===== config.mk =====
export PLATFORM = sky130hd
export DESIGN_NAME = selfsync_descrambler
export DESIGN_NICKNAME = d
export VERILOG_FILES = /design/src/rtl/dscr_pkg.sv /design/src/rtl/dscr_warm_ctr.sv /design/src/rtl/dscr_state_reg.sv /design/src/rtl/dscr_out_reg.sv /design/src/rtl/selfsync_descrambler.sv
export SDC_FILE = /design/constraint.sdc
export NUM_CORES = 1
export LEC_CHECK = 0
export CAP_MARGIN = 20
export CELL_PAD_IN_SITES_DETAIL_PLACEMENT = 0
export CELL_PAD_IN_SITES_GLOBAL_PLACEMENT = 1
export CORE_AREA = 2 2 39 41
export DETAILED_ROUTE_END_ITERATION = 8
export DIE_AREA = 0 0 41 43
export DONT_BUFFER_PORTS = 1
export PLACE_DENSITY = 0.84
export SYNTH_ARGS = -nofsm -noshare
export SYNTH_HDL_FRONTEND = slang
export SYNTH_HIERARCHICAL = 1
export SYNTH_SLANG_ARGS = --single-unit

===== constraint.sdc =====
create_clock -name clk -period 2.9 [get_ports clk]
set_input_delay 0.435 -clock clk [delete_from_list [all_inputs] [get_ports clk]]
set_output_delay 0.435 -clock clk [all_outputs]
set_load 0.1 [all_outputs]

===== src/rtl/dscr_pkg.sv =====
package dscr_pkg;
  typedef struct packed {
    logic warm;
    logic data;
  } dscr_beat_t;
endpackage


===== src/rtl/dscr_warm_ctr.sv =====
module dscr_warm_ctr #(
  parameter int WARM_LEN = 7
) (
  input  logic clk,
  input  logic rst_n,
  input  logic take,
  input  logic sop,
  output logic in_warm
);
  localparam int CNT_W = $clog2(WARM_LEN + 1);
  localparam logic [CNT_W-1:0] LAST = CNT_W'(WARM_LEN);

  logic [CNT_W-1:0] cnt_q;

  assign in_warm = sop || (cnt_q < LAST);

  always_ff @(posedge clk) begin
    if (!rst_n) begin
      cnt_q <= '0;
    end else if (take) begin
      if (sop) begin
        cnt_q <= CNT_W'(1);
      end else if (cnt_q < LAST) begin
        cnt_q <= cnt_q + CNT_W'(1);
      end
    end
  end


  cnt_sat_chk: assert property (@(posedge clk) disable iff (!rst_n)
    take && !sop && !in_warm |=> cnt_q == LAST);


  sop_restart_chk: assert property (@(posedge clk) disable iff (!rst_n)
    take && sop |=> cnt_q == CNT_W'(1));
endmodule


===== src/rtl/dscr_state_reg.sv =====
module dscr_state_reg #(
  parameter int STATE_W = 7,
  parameter int TAP_HI  = 7,
  parameter int TAP_LO  = 4
) (
  input  logic clk,
  input  logic rst_n,
  input  logic adv,
  input  logic warm,
  input  logic rx_bit,
  output logic fb
);
  logic [STATE_W-1:0] st_q;
  logic               head;

  assign fb   = st_q[TAP_HI-1] ^ st_q[TAP_LO-1];
  assign head = warm ? rx_bit : fb;

  always_ff @(posedge clk) begin
    if (!rst_n) begin
      st_q[0] <= 1'b0;
    end else if (adv) begin
      st_q[0] <= head;
    end
  end

  for (genvar i = 1; i < STATE_W; i++) begin : g_stage
    always_ff @(posedge clk) begin
      if (!rst_n) begin
        st_q[i] <= 1'b0;
      end else if (adv) begin
        st_q[i] <= st_q[i-1];
      end
    end
  end


  warm_load_chk: assert property (@(posedge clk) disable iff (!rst_n)
    adv && warm |=> st_q[0] == $past(rx_bit));


  run_fb_chk: assert property (@(posedge clk) disable iff (!rst_n)
    adv && !warm |=> st_q[0] == ($past(st_q[TAP_HI-1]) ^ $past(st_q[TAP_LO-1])));
endmodule


===== src/rtl/dscr_out_reg.sv =====
module dscr_out_reg
  import dscr_pkg::*;
(
  input  logic       clk,
  input  logic       rst_n,
  input  logic       in_valid,
  output logic       in_ready,
  input  dscr_beat_t in_beat,
  output logic       out_valid,
  input  logic       out_ready,
  output dscr_beat_t out_beat
);
  logic       vld_q;
  dscr_beat_t beat_q;

  assign in_ready  = !vld_q || out_ready;
  assign out_valid = vld_q;
  assign out_beat  = beat_q;

  always_ff @(posedge clk) begin
    if (!rst_n) begin
      vld_q  <= 1'b0;
      beat_q <= '0;
    end else if (in_valid && in_ready) begin
      vld_q  <= 1'b1;
      beat_q <= in_beat;
    end else if (out_ready) begin
      vld_q <= 1'b0;
    end
  end


  hold_stall_chk: assert property (@(posedge clk) disable iff (!rst_n)
    out_valid && !out_ready |=> out_valid && $stable(out_beat));


  one_cycle_chk: assert property (@(posedge clk) disable iff (!rst_n)
    in_valid && in_ready |=> out_valid);
endmodule


===== src/rtl/selfsync_descrambler.sv =====
module selfsync_descrambler
  import dscr_pkg::*;
#(
  parameter int STATE_W = 7,
  parameter int TAP_HI  = 7,
  parameter int TAP_LO  = 4
) (
  input  logic clk,
  input  logic rst_n,
  input  logic s_valid,
  output logic s_ready,
  input  logic s_sop,
  input  logic s_bit,
  output logic m_valid,
  input  logic m_ready,
  output logic m_bit,
  output logic m_warm
);
  localparam int WARM_LEN = STATE_W;

  logic       take;
  logic       in_warm;
  logic       fb;
  dscr_beat_t nxt_beat;
  dscr_beat_t cur_beat;

  assign take          = s_valid && s_ready;
  assign nxt_beat.warm = in_warm;
  assign nxt_beat.data = in_warm ? 1'b0 : (fb ^ s_bit);

  dscr_warm_ctr #(.WARM_LEN(WARM_LEN)) u_ctr (
    .clk(clk), .rst_n(rst_n), .take(take), .sop(s_sop), .in_warm(in_warm)
  );

  dscr_state_reg #(.STATE_W(STATE_W), .TAP_HI(TAP_HI), .TAP_LO(TAP_LO)) u_state (
    .clk(clk), .rst_n(rst_n), .adv(take), .warm(in_warm), .rx_bit(s_bit), .fb(fb)
  );

  dscr_out_reg u_out (
    .clk(clk), .rst_n(rst_n),
    .in_valid(s_valid), .in_ready(s_ready), .in_beat(nxt_beat),
    .out_valid(m_valid), .out_ready(m_ready), .out_beat(cur_beat)
  );

  assign m_bit  = cur_beat.data;
  assign m_warm = cur_beat.warm;


  sop_warm_out_chk: assert property (@(posedge clk) disable iff (!rst_n)
    take && s_sop |=> m_warm && !m_bit);


  idle_no_beat_chk: assert property (@(posedge clk) disable iff (!rst_n)
    !m_valid && !s_valid |=> !m_valid);
endmodule


==> out/qor.txt, run 1 <==
Final setup violation count: 0
Detailed Routing Iterations Pass 1: 3
Number of remaining DRC errors: 0
Syn_nets: 65
Post-route clock period utilization: 69.7%
Overall routing resource usage: 13.6%
Kind of launch point of the worst setup path: flop
Clock latency of the later-clocked register in the worst-skew pair: 0.27 ns
Io pins: 10
Number of inserted filler cells in the final layout: 142
Number of buffers added on ports: 0
DPL Wire Length: 648 um
Yosys Warn Count: 6
Class of the most critical setup path: flop to flop
Total Nets Final: 70
Run status: finished clean
Number of sinks handled by clock tree synthesis: 13
Number of global-route vias before repair: 347
Iteration-0 DRC count of the detailed router: 2
# H-tree levels: 1
Area enclosed by the die boundary: 1760 um2
Share of synthesized area occupied by flip-flops and latches: 44.2%
Via density per instance: 5.38
Highest fanout seen on the critical path: 16
Number of antenna violations at the first check in global routing: 0
Starting Density: 42.6%
Total standard cell area after synthesis: 589 um2
Placeable core region: 1380 um2
Transition time at the pin with the least slew margin: 0.975 ns
Final routed wirelength across all metal layers: 938 um
Die Span X: 41 um
Worst min path class: primary input to flop
CTS hold repair buffers: 0
Average wire per standard cell: 12.0 um
Synth Area per Inst: 10.2 um2
Count of inserted antenna diode cells: 0
Slew margin rel.: 34.9%
Pin count of the biggest net entering global routing: 18
Maximum root-to-sink buffer count: 2
Clock root buffer: clkbuf_4
Number of distinct library cells after synthesis: 26
Post-DRT Antenna Nets: 0
Element type at the critical path end: flop
Final global-route overflow total: 0
Flip-flop and latch count after synthesis: 13
Buffer count from post-CTS setup fixing: 0
Worst slack after detailed placement: 0.893 ns
RSZ-0062 raised after global routing: no
Most frequent cells in the layout: dfxtp_1 (13), nor2b_1 (7), nand2_1 (6), mux2i_1 (6), clkbuf_4 (3)
Final hold violation count: 0
Count of maximum capacitance violations: 0
Data arrival time at the worst-slack endpoint: 2.19 ns
Worst clock skew: 0.00615 ns
Static power due to leakage: 0.260 nW
Number of buffers created by CTS: 3
Maximum ir drop on the vdd rail: 0.000342 V
Wire length of the first global-routing pass: 1550 um
Share of final-layout standard cells stronger than drive strength 1: 17.7%
Vertical die dimension: 43 um
Final Max Tran Viols: 0
Commonest non-fill, non-tap cell in the layout: dfxtp_1
Power Density: 554 nW/um2
Final Wtd Congestion: 0.697
Minimum period implied by the final worst setup slack: 2.02 ns
Worst Setup Slack, final: 0.877 ns
Highest Clock Rate: 494 MHz
Number of gates resized after cts: 0
Number of placement rows: 14
Mapped Cells: 58
Post-synthesis to final-layout area growth: 7.22%
Worst-path clk slew: 0.08 ns
Via Count: 420
Required time worst endpoint: 3.06 ns
CTS tree: built
Total negative setup slack: 0 ns
==> per-stage QoR <==
step | power [mW] | std cells | instance area (um2) | hold WS (ns) | utilization [%]
after detailed placement | 0.241 | 74 | 606 | 0.507 | 43.8
after CTS | 0.354 | 78 | 632 | 0.271 | 45.7
after global placement | 0.241 | 74 | 606 | 0.504 | 43.8
after global routing | 0.362 | 78 | 632 | 0.293 | 45.7
final | 0.350 | 78 | 632 | 0.279 | 45.7
after floorplan | 0.238 | 58 | 589 | 0.478 | -
==> flip-flops by register name, summed over array words and instances (netlist names) <==
signal / cells
u_out/out_beat: 2
u_out/out_valid: 1
u_state/st_q: 7
u_ctr/cnt_q: 3
==> metal layers <==
| layer | global-route usage [%] | up-vias | wire length [um] |
|---|---|---|---|
| li1 | - | 213 | - |
| met1 | 18.5 | 201 | 428 |
| met2 | 16.9 | 4 | 463 |
| met3 | 3.14 | 2 | 26 |
| met4 | 12.0 | 0 | 19 |
| met5 | 0 | - | 0 |
==> cell type report <==
| cell class | count | area [um2] | share of cell area, % |
|---|---|---|---|
| multi-input combinational | 42 | 310 | 49.1 |
| sequential | 13 | 260 | 41.2 |
| clock buffer | 4 | 26.3 | 4.16 |
| tap | 16 | 20.0 | 3.17 |
| timing repair buffer | 1 | 7.51 | 1.19 |
| inverter | 2 | 7.51 | 1.19 |
==> worst max-delay path, stage by stage, from the launching register on <==
cell,delay [ns]
dfxtp_1,0.31
buf_4,0.23
nand2b_4,0.32
and2_1,0.59
nor2b_1,0.10
a221o_1,0.36
==> synth_stat cells <==
library cell  number  area, um2
a31oi_1            1       6.26
nand2b_4           1       13.8
xor2_1             1       8.76
inv_2              1       3.75
ha_1               1       12.5
o21ai_0            2       10.0
dfxtp_1           13        260
inv_1              1       3.75
a211oi_1           1       7.51
a21boi_0           1       7.51
nand4_1            2       12.5
nand2_1            6       22.5
buf_6              1       11.3
a41oi_1            1       8.76
a221o_1            1       10.0
mux2i_1            6       60.1
nand4_2            1       12.5
and4_2             1       10.0
a21oi_1            2       10.0
o21ai_2            2       17.5
and2_4             1       8.76
nor2_1             1       3.75
and3b_1            1       8.76
and2_1             1       6.26
xnor2_1            1       8.76
nor2b_1            7       43.8
==> cells by family (layout without fill, tap and decap cells) <==
group / after synthesis / after routing / share of synthesized area (%)
simple gates: 22 / 22 / 24.2
flops: 13 / 13 / 44.2
compound gates: 11 / 11 / 13.2
mux: 6 / 6 / 10.2
buf+inv: 3 / 7 / 3.18
xor+xnor: 2 / 2 / 2.97
fa+ha+maj: 1 / 1 / 2.12
==> final timing paths <==
kind                                 startpoint               to  slack, ns  depth (start not counted)
worst max-delay path            u_out/out_valid  u_state/st_q[0]       0.88                          5
worst min-delay path                      rst_n   u_ctr/cnt_q[2]       0.28                          2
worst max register to register  u_out/out_valid  u_state/st_q[0]       0.88                          5
worst min register to register  u_state/st_q[4]  u_state/st_q[4]       0.52                          2
==> report_power, final <==
group          switching (mW)  internal (mW)
clock network          0.0599         0.0533
registers              0.0133          0.185
logic                  0.0244         0.0144
total                  0.0976          0.252
Power figures use the tool's default switching activity.
==> run 2: changes to the inputs <==
--- a/config.mk
+++ b/config.mk
@@ -8,9 +8,9 @@
 export CAP_MARGIN = 20
 export CELL_PAD_IN_SITES_DETAIL_PLACEMENT = 0
 export CELL_PAD_IN_SITES_GLOBAL_PLACEMENT = 1
-export CORE_AREA = 2 2 39 41
+export CORE_MARGIN = 2
+export CORE_UTILIZATION = 44
 export DETAILED_ROUTE_END_ITERATION = 8
-export DIE_AREA = 0 0 41 43
 export DONT_BUFFER_PORTS = 1
 export PLACE_DENSITY = 0.84
 export SYNTH_ARGS = -nofsm -noshare
==> constraint.sdc (replaced) <==
create_clock -name clk -period 1.92 [get_ports clk]
set_input_delay 0.288 -clock clk [delete_from_list [all_inputs] [get_ports clk]]
set_output_delay 0.288 -clock clk [all_outputs]
set_load 0.1 [all_outputs]
==> out/qor.txt, run 2 (same netlist as run 1, synthesis figures left out) <==
Area enclosed by the die boundary: 1650 um2 (-6.5%)
CTS tree: built
Post-route clock period utilization: 68.8% (-0.97 points)
Total negative setup slack: 0 ns (unchanged)
Post-layout instance area: 664 um2 (+5.1%)
RSZ-0062 raised after global routing: no
Maximum ir drop on the vdd rail: 0.000459 V (+34%)
Flip-flop count of the largest register, all copies and words added: 7 (unchanged)
Worst clock skew: 0.00362 ns (-0.00253 ns)
Worst setup path start: u_out/out_valid
Placeable core region: 1270 um2 (-8.3%)
Clock root buffer: clkbuf_4
Maximum root-to-sink buffer count: 2 (unchanged)
Worst-path clk slew: 0.08 ns (about the same)
Post-DRT Antenna Nets: 0 (unchanged)
Number of gates resized after cts: 0 (unchanged)
Most frequent cells in the layout: dfxtp_1 (12), nor2b_1 (7), nand2_1 (6), mux2i_1 (6), buf_4 (5)
# H-tree levels: 1 (unchanged)
Number of buffers created by CTS: 3 (unchanged)
Pin count of the biggest net entering global routing: 18 (unchanged)
Minimum period implied by the final worst setup slack: 1.32 ns (-0.702 ns)
Iteration-0 DRC count of the detailed router: 7 (+5)
Kind of launch point of the worst setup path: flop
Element type at the critical path end: flop
Setup slack of the worst register-to-register path: 0.60 ns (-0.28 ns)
Final setup violation count: 0 (unchanged)
Number of sinks handled by clock tree synthesis: 13 (unchanged)
Slew margin rel.: 78.6% (+44 points)
Transition time at the pin with the least slew margin: 0.321 ns (-0.653 ns)
Reg2Reg Capture Point: u_state/st_q[2]
Combined area of the multi-input logic cells: 310 um2 (unchanged)
Highest Signal Layer: met4
Data arrival time at the worst-slack endpoint: 1.48 ns (-0.71 ns)
Worst Setup Slack, final: 0.599 ns (-0.278 ns)
Number of remaining DRC errors: 0 (unchanged)
Worst hold slack: 0.127 ns (-0.151 ns)
Number of placement rows: 13 (-1)
Wire length of the first global-routing pass: 1480 um (-4.4%)
Sequential cell area in the final layout: 264 um2 (+1.4%)
Number of buffers added on ports: 0 (unchanged)
Min-Delay Startpoint: rst_n
Overall routing resource usage: 14.3% (+0.72 points)
Worst hold endpoint: u_ctr/cnt_q[2]
Post-synthesis to final-layout area growth: 12.7%
Buffer count from post-CTS setup fixing: 0 (unchanged)
Reg-to-reg critical path startpoint: u_out/out_valid
Power Density: 795 nW/um2 (+44%)
Share of final-layout standard cells stronger than drive strength 1: 24.2% (+6.5 points)
Total Nets Final: 74 (+5.7%)
Register containing the most flip-flops in the final layout: u_state/st_q
Class of the most critical setup path: flop to flop
Logic depth of the worst register-to-register path: 5 (unchanged)
Met2 wirelength from detailed routing: 389 um (-16%)
Highest fanout seen on the critical path: 11 (-5)
Number of inserted filler cells in the final layout: 122 (-14%)
Die Span X: 40.6 um (-0.99%)
Number of global-route vias before repair: 373 (+7.5%)
Number of instances on the worst hold path: 2 (unchanged)
Average wire per standard cell: 11.4 um (-5.1%)
Commonest non-fill, non-tap cell in the layout: dfxtp_1
Detailed-routing wirelength on met1: 472 um (+10%)
Placement Cell Area: 638 um2 (+5.4%)
Clock latency of the later-clocked register in the worst-skew pair: 0.27 ns (about the same)
Vertical die dimension: 40.6 um (-5.6%)
Final global-route overflow total: 0 (unchanged)
Starting Density: 46.4% (+3.9 points)
Highest Clock Rate: 757 MHz (+53%)
Required time worst endpoint: 2.08 ns (-0.98 ns)
Detailed route wirelength on metal3: 49 um (+88%)
Count of inserted antenna diode cells: 0 (unchanged)
Final Wtd Congestion: 0.718 (+3.0%)
Run status: finished clean
Final Max Tran Viols: 0 (unchanged)
CTS hold repair buffers: 0 (unchanged)
Static power due to leakage: 0.280 nW (+7.8%)
Io pins: 10 (unchanged)
Worst min path class: primary input to flop
Number of antenna violations at the first check in global routing: 0 (unchanged)
Via Count: 424 (+0.95%)
Worst slack after detailed placement: 0.612 ns (-0.281 ns)
Detailed Routing Iterations Pass 1: 4 (+1)
Count of maximum capacitance violations: 0 (unchanged)
Final hold violation count: 0 (unchanged)
Final routed wirelength across all metal layers: 924 um (-1.5%)
Via density per instance: 5.23 (-2.8%)
## run 2: metal layers
metal | GRT usage, % | up-vias
li1 | - | 221
met1 | 18.1 | 191
met2 | 19.0 | 10
met3 | 4.44 | 2
met4 | 12.5 | 0
met5 | 0 | -
## run 2: worst max-delay path, stage by stage (launching register included)
cell      delay, ns
dfxtp_4        0.35
nand2b_4       0.06
and2_1         0.31
buf_4          0.23
mux2i_1        0.19
nor2b_1        0.07
## run 2: through the flow
stage | instances | power, mW | utilization [%]
after CTS | 81 | 0.535 | 52.4
after global routing | 81 | 0.550 | 52.4
after global placement | 77 | 0.369 | 50.3
after detailed placement | 77 | 0.370 | 50.3
final | 81 | 0.528 | 52.4
after floorplan | 58 | 0.359 | -
## run 2: final cells by class
class	count	area share, %
Timing Repair Buffer	5	5.65
Clock buffer	4	3.95
Tap cell	15	2.82
Inverter	2	1.13
Multi-Input combinational cell	42	46.7
Sequential cell	13	39.7
## run 2: power by group
part           leakage, nW  switching, mW  internal [mW]  total [mW]
Clock               0.0150         0.0845         0.0804       0.165
Combinational        0.159         0.0504         0.0267      0.0771
Sequential           0.107        0.00777          0.278       0.286
Total                0.280          0.143          0.386       0.528
## run 2: how the worst max path moves through the flow
stage / to / slack (ns) / cells past startpoint
finish: u_state/st_q[2] / 0.60 / 5
global route: u_state/st_q[2] / 0.46 / 5
floorplan: u_state/st_q[0] / 0.11 / 5
detailed placement: u_state/st_q[2] / 0.61 / 5
CTS: u_state/st_q[2] / 0.60 / 5
global placement: u_state/st_q[2] / 0.65 / 5
